==> config.mk <==
export PLATFORM = sky130hd
export DESIGN_NAME = pipe7_hazard_ctrl
export DESIGN_NICKNAME = d
export VERILOG_FILES = /design/src/rtl/hz_pkg.sv /design/src/rtl/hz_src_scan.sv /design/src/rtl/hz_stall_arb.sv /design/src/rtl/hz_fwd_reg.sv /design/src/rtl/pipe7_hazard_ctrl.sv
export SDC_FILE = /design/constraint.sdc
export NUM_CORES = 1
export LEC_CHECK = 0
export CAP_MARGIN = 20
export CORE_MARGIN = 2
export CORE_UTILIZATION = 35
export CTS_CLUSTER_SIZE = 12
export DETAILED_ROUTE_END_ITERATION = 7
export HOLD_SLACK_MARGIN = 0.02
export PLACE_DENSITY = 0.79
export SYNTH_ARGS = -nofsm -noshare
export SYNTH_HDL_FRONTEND = slang
export SYNTH_SLANG_ARGS = --single-unit
==> constraint.sdc <==
create_clock -name clk -period 4.45 [get_ports clk]
set_input_delay 1.335 -clock clk [delete_from_list [all_inputs] [get_ports clk]]
set_output_delay 1.335 -clock clk [all_outputs]
set_load 0.01 [all_outputs]
==> src/rtl/hz_pkg.sv <==
package hz_pkg;
  typedef enum logic [1:0] {
    K_ALU    = 2'd0,
    K_LOAD   = 2'd1,
    K_STORE  = 2'd2,
    K_BRANCH = 2'd3
  } kind_e;

  typedef enum logic [1:0] {
    FW_RF   = 2'd0,
    FW_EXM1 = 2'd1,
    FW_M1M2 = 2'd2,
    FW_LOAD = 2'd3
  } fwd_e;

  // producers visible from decode: execute, memory 1, memory 2 (youngest first)
  localparam int N_PROD = 3;
  localparam int SEL_W  = 2;

  function automatic logic writes_reg(input logic vld, input kind_e k);
    return vld && (k == K_ALU || k == K_LOAD);
  endfunction

  // bypass point for an ALU producer that is 'age' stages ahead of decode
  function automatic fwd_e alu_path(input int age);
    case (age)
      0:       return FW_EXM1;
      1:       return FW_M1M2;
      default: return FW_RF;
    endcase
  endfunction
endpackage

==> src/rtl/hz_src_scan.sv <==
module hz_src_scan
  import hz_pkg::*;
#(
  parameter int REG_W = 5
) (
  input  logic [REG_W-1:0]        src_i,
  input  logic [N_PROD-1:0]       prod_wr_i,
  input  logic [N_PROD-1:0]       prod_ld_i,
  input  logic [N_PROD*REG_W-1:0] prod_dst_i,
  output logic                    haz_o,
  output fwd_e                    sel_o
);
  logic hit;

  // walk from the youngest producer; the first match decides
  always_comb begin
    haz_o = 1'b0;
    sel_o = FW_RF;
    hit   = 1'b0;
    for (int i = 0; i < N_PROD; i++) begin
      if (!hit && (src_i != '0) && prod_wr_i[i] &&
          (prod_dst_i[i*REG_W +: REG_W] == src_i)) begin
        hit = 1'b1;
        if (prod_ld_i[i]) begin
          if (i == N_PROD - 1) sel_o = FW_LOAD;
          else                 haz_o = 1'b1;
        end else begin
          sel_o = alu_path(i);
        end
      end
    end
  end
endmodule

==> src/rtl/hz_stall_arb.sv <==
module hz_stall_arb
  import hz_pkg::*;
#(
  parameter int NUM_SRC = 2
) (
  input  logic               id_valid_i,
  input  logic [NUM_SRC-1:0] haz_i,
  input  logic               ex_valid_i,
  input  kind_e              ex_kind_i,
  input  logic               ex_taken_i,
  output logic               stall_o,
  output logic               bubble_o,
  output logic               flush_o,
  output logic               clr_sel_o
);
  always_comb begin
    flush_o   = ex_valid_i && (ex_kind_i == K_BRANCH) && ex_taken_i;
    // a squashed decode instruction has no hazard to wait for
    stall_o   = id_valid_i && (|haz_i) && !flush_o;
    bubble_o  = stall_o || flush_o;
    clr_sel_o = bubble_o || !id_valid_i;
  end
endmodule

==> src/rtl/hz_fwd_reg.sv <==
module hz_fwd_reg #(
  parameter int W = 4
) (
  input  logic         clk,
  input  logic         rst_n,
  input  logic         clr_i,
  input  logic [W-1:0] d_i,
  output logic [W-1:0] q_o
);
  always_ff @(posedge clk or negedge rst_n) begin
    if (!rst_n)     q_o <= '0;
    else if (clr_i) q_o <= '0;
    else            q_o <= d_i;
  end
endmodule

==> src/rtl/pipe7_hazard_ctrl.sv <==
module pipe7_hazard_ctrl
  import hz_pkg::*;
#(
  parameter int REG_W   = 5,
  parameter int NUM_SRC = 2
) (
  input  logic                     clk,
  input  logic                     rst_n,
  input  logic                     id_valid_i,
  input  logic [NUM_SRC*REG_W-1:0] id_srcs_i,
  input  logic                     ex_valid_i,
  input  logic [1:0]               ex_kind_i,
  input  logic [REG_W-1:0]         ex_dst_i,
  input  logic                     ex_taken_i,
  input  logic                     m1_valid_i,
  input  logic [1:0]               m1_kind_i,
  input  logic [REG_W-1:0]         m1_dst_i,
  input  logic                     m2_valid_i,
  input  logic [1:0]               m2_kind_i,
  input  logic [REG_W-1:0]         m2_dst_i,
  output logic                     stall_o,
  output logic                     bubble_o,
  output logic                     flush_o,
  output logic [NUM_SRC*SEL_W-1:0] fwd_sel_o
);
  localparam int SELS_W = NUM_SRC * SEL_W;

  kind_e ex_k, m1_k, m2_k;
  logic [N_PROD-1:0]       prod_wr, prod_ld;
  logic [N_PROD*REG_W-1:0] prod_dst;
  logic [NUM_SRC-1:0]      haz;
  logic [SELS_W-1:0]       sel_next;
  logic                    clr_sel;

  assign ex_k = kind_e'(ex_kind_i);
  assign m1_k = kind_e'(m1_kind_i);
  assign m2_k = kind_e'(m2_kind_i);

  // index 0 = execute (youngest), 2 = memory 2 (oldest)
  assign prod_wr  = {writes_reg(m2_valid_i, m2_k), writes_reg(m1_valid_i, m1_k),
                     writes_reg(ex_valid_i, ex_k)};
  assign prod_ld  = {m2_k == K_LOAD, m1_k == K_LOAD, ex_k == K_LOAD};
  assign prod_dst = {m2_dst_i, m1_dst_i, ex_dst_i};

  for (genvar g = 0; g < NUM_SRC; g++) begin : g_src
    fwd_e sel_g;
    hz_src_scan #(.REG_W(REG_W)) scan_i (
      .src_i      (id_srcs_i[g*REG_W +: REG_W]),
      .prod_wr_i  (prod_wr),
      .prod_ld_i  (prod_ld),
      .prod_dst_i (prod_dst),
      .haz_o      (haz[g]),
      .sel_o      (sel_g)
    );
    assign sel_next[g*SEL_W +: SEL_W] = sel_g;
  end

  hz_stall_arb #(.NUM_SRC(NUM_SRC)) arb_i (
    .id_valid_i (id_valid_i),
    .haz_i      (haz),
    .ex_valid_i (ex_valid_i),
    .ex_kind_i  (ex_k),
    .ex_taken_i (ex_taken_i),
    .stall_o    (stall_o),
    .bubble_o   (bubble_o),
    .flush_o    (flush_o),
    .clr_sel_o  (clr_sel)
  );

  hz_fwd_reg #(.W(SELS_W)) sel_reg_i (
    .clk   (clk),
    .rst_n (rst_n),
    .clr_i (clr_sel),
    .d_i   (sel_next),
    .q_o   (fwd_sel_o)
  );
endmodule

==> results of run 1 <==
-- layout by cell type (no fill, tap or decap), types with 2 or more instances in the layout --
master           Yosys  routed
nor2b_2              0       2
clkbuf_4             0       3
nor4_1               4       2
nand4_1              3       3
nand2b_1             3       2
nand2_1              2       2
nor4_4               0       2
o21ai_0              3       2
or3_4                0       2
buf_4                0      43
xor2_1              14      13
and4_1               2       2
dlymetal6s2s_1       0       7
nor3_1               5       4
buf_6                0       5
xnor2_1             15      12
clkbuf_2             0       7
xnor2_2              0       3
nor2_1               9       8
dlygate4sd2_1        0       6
clkdlybuf4s50_1      0      21
buf_2                0       3
dfrtp_1              4       4
-- final timing paths --
kind | to | slack [ps]
worst max-delay path | stall_o | -70
min in group clk | sel_reg_i.q_o[2]$_DFF_PN0_ | 1900
worst min-delay path | sel_reg_i.q_o[2]$_DFF_PN0_ | 1300
max in group asynchronous | sel_reg_i.q_o[0]$_DFF_PN0_ | 2950
-- cell families after synthesis --
kind of cell | count (synthesis)
and+or+nand+nor | 43
xor gates and xnor gates | 29
AOI/OAI and AO/OA | 7
DFF | 4
muxes | 1
-- Yosys cell counts, drive strengths merged --
library cell / n
a211oi: 1
a21o: 1
a22oi: 1
a32oi: 1
and2b: 1
and4: 3
dfrtp: 4
mux2i: 1
nand2: 2
nand2b: 3
nand3: 3
nand3b: 1
nand4: 3
nor2: 10
nor2b: 3
nor3: 5
nor4: 4
o21ai: 3
or2: 1
or3: 2
or4: 1
or4b: 1
xnor2: 15
xor2: 14
-- critical path: stages --
cell	delay, ps
clkdlybuf4s50_1	510
nor2b_1	270
nand4_1	230
or3_4	460
nand3_4	110
and2b_1	140
buf_2	130
-- repair_timing --
item,CTS,global route
pin swaps,8,21
buffers inserted,15,5
resized for setup,40,35
gates cloned,0,0
endpoints found under the setup margin,2,6
-- where the power goes --
| group | internal (mW) | switching (mW) |
|---|---|---|
| registers | 0.0367 | 0.0000786 |
| clock network | 0.0303 | 0.0166 |
| logic | 0.0658 | 0.0539 |
-- layout make-up --
class	instances	area, um^2	area share (%)
clock buffers	3	22.5	1.38
flip-flops and latches	4	100	6.13
repair buffers	92	779	47.8
multi-input cells	80	698	42.8
well taps	25	31.3	1.92
-- per-layer routing --
layer	up-vias	global-route usage [%]	part of all wire, %
li1	494	-	-
met1	541	29.0	34
met2	132	55.7	46
met3	45	4.91	11
met4	0	15.7	8.2
met5	-	0	0
==> out/results.txt, run 1 <==
status: complete, but fails checks
failing checks: setup timing
crit-path max FO: 3
Final Cycle Share: 102%
largest net degree at the start of global routing: 6
Synth top area share: 19.7%
Seq/Total Area, Yosys: 15.0%
XOR/XNOR Fraction of Synth Area: 38.0%
drt via density: 5.94
f_max: 221 MHz
vias in the first global route: 1127
Post-Synth Adder-Cell Area: 0%
CORE AREA: 0.00176 mm^2
Fill cells: 70
Slew @ Worst Pin: 372 ps
max reg flops: 4
via count: 1212
Compound-Gate Fraction of Synth Area: 7.68%
GRT Total Usage: 29.0%
PortBufs: 44
Max-cap violations: 0
crit end category: output pin
Leak: 0.799 nW
first-pass GRT wire length: 4650 um
die height: 47.7 um
crit path from: m1_kind_i[0]
syn avg cell area: 7.95 um^2
top flop regs: sel_reg_i.q_o: 4 flops
final wirelength: 4150 um
Initial Util: 37.9%
clk buf depth: 2
total power: 0.203 mW
Biggest register: sel_reg_i.q_o
Synth area leader: xnor2_1
WP data arrival: 3190 ps
Die Wd: 47.7 um
Design Area, Final: 0.00163 mm^2
layout cell share with drive strength beyond 1: 46.9%
Hold Crit Class: primary input to async pin
final core utilization: 92.5%
Num Clock Sinks: 4
Yosys reg bits: 4
Synth-to-Final Area Change: 144%
CP Data Required Time: 3120 ps
I/O Pins: 45
critical setup path kind: primary input to output pin
Cell Count, Final, Fillers Out: 204
highest ir drop seen on vdd: 0.0934 mV
Routed Antenna Nets: 0
Synth area leaders: xnor2_1 20%, xor2_1 18%, dfrtp_1 15%
final-report hold violation count: 0
initial antenna violation count: 0
Die Area: 0.00227 mm^2
hold slack: 1300 ps
Std-Cell Rows: 15
RSZ-0062 raised after global routing: true
Final Setup Violations: 3
Post-Syn Area: 668 um^2
pre-CTS setup slack: -682 ps
WL per Instance: 20.3 um
Synth Area in Simple Gates: 37.8%
residual DRC count: 0
Area after DPL: 0.00136 mm^2
mux contribution to synthesized area: 1.50%
placer congestion estimate: 0.889
cells after synthesis: 84
Nets: 219
htree depth: 1
Cell Pwr Density: 125 mW/mm^2
Root Buffer Master: clkbuf_4
Congestion Overflow GR: 0
Final HPWL DP: 2040 um
TritonCTS buffer count: 3
Slew Limit Fails: 0
DR iter-0 viols: 72
ant diodes: 0
final setup margin: -71.9 ps
Placed Cells: 182
setup_tns: -124 ps
Mapped Nets: 122
Yosys warning count: 0
Detailed Routing Iterations Pass 1: 4
startpoint class of the critical path: primary input
Rel. slew slack: 75.0%
hold_buf cts: 0
min cycle time layout: 4520 ps
clock slew at reported path FFs: 50 ps
largest family of logic cells by synthesized area: XOR/XNOR gates
Synth cell types: 27
CTS tree: yes
No activity file was read; power rests on OpenSTA's default activity.
==> inputs of run 2 (changes only) <==
--- a/config.mk
+++ b/config.mk
@@ -5,7 +5,7 @@
 export SDC_FILE = /design/constraint.sdc
 export NUM_CORES = 1
 export LEC_CHECK = 0
-export CAP_MARGIN = 20
+export CAP_MARGIN = 40
 export CORE_MARGIN = 2
 export CORE_UTILIZATION = 35
 export CTS_CLUSTER_SIZE = 12
==> results of run 2 <==
The final DEF is identical to that of run 1; final timing and power are the same.
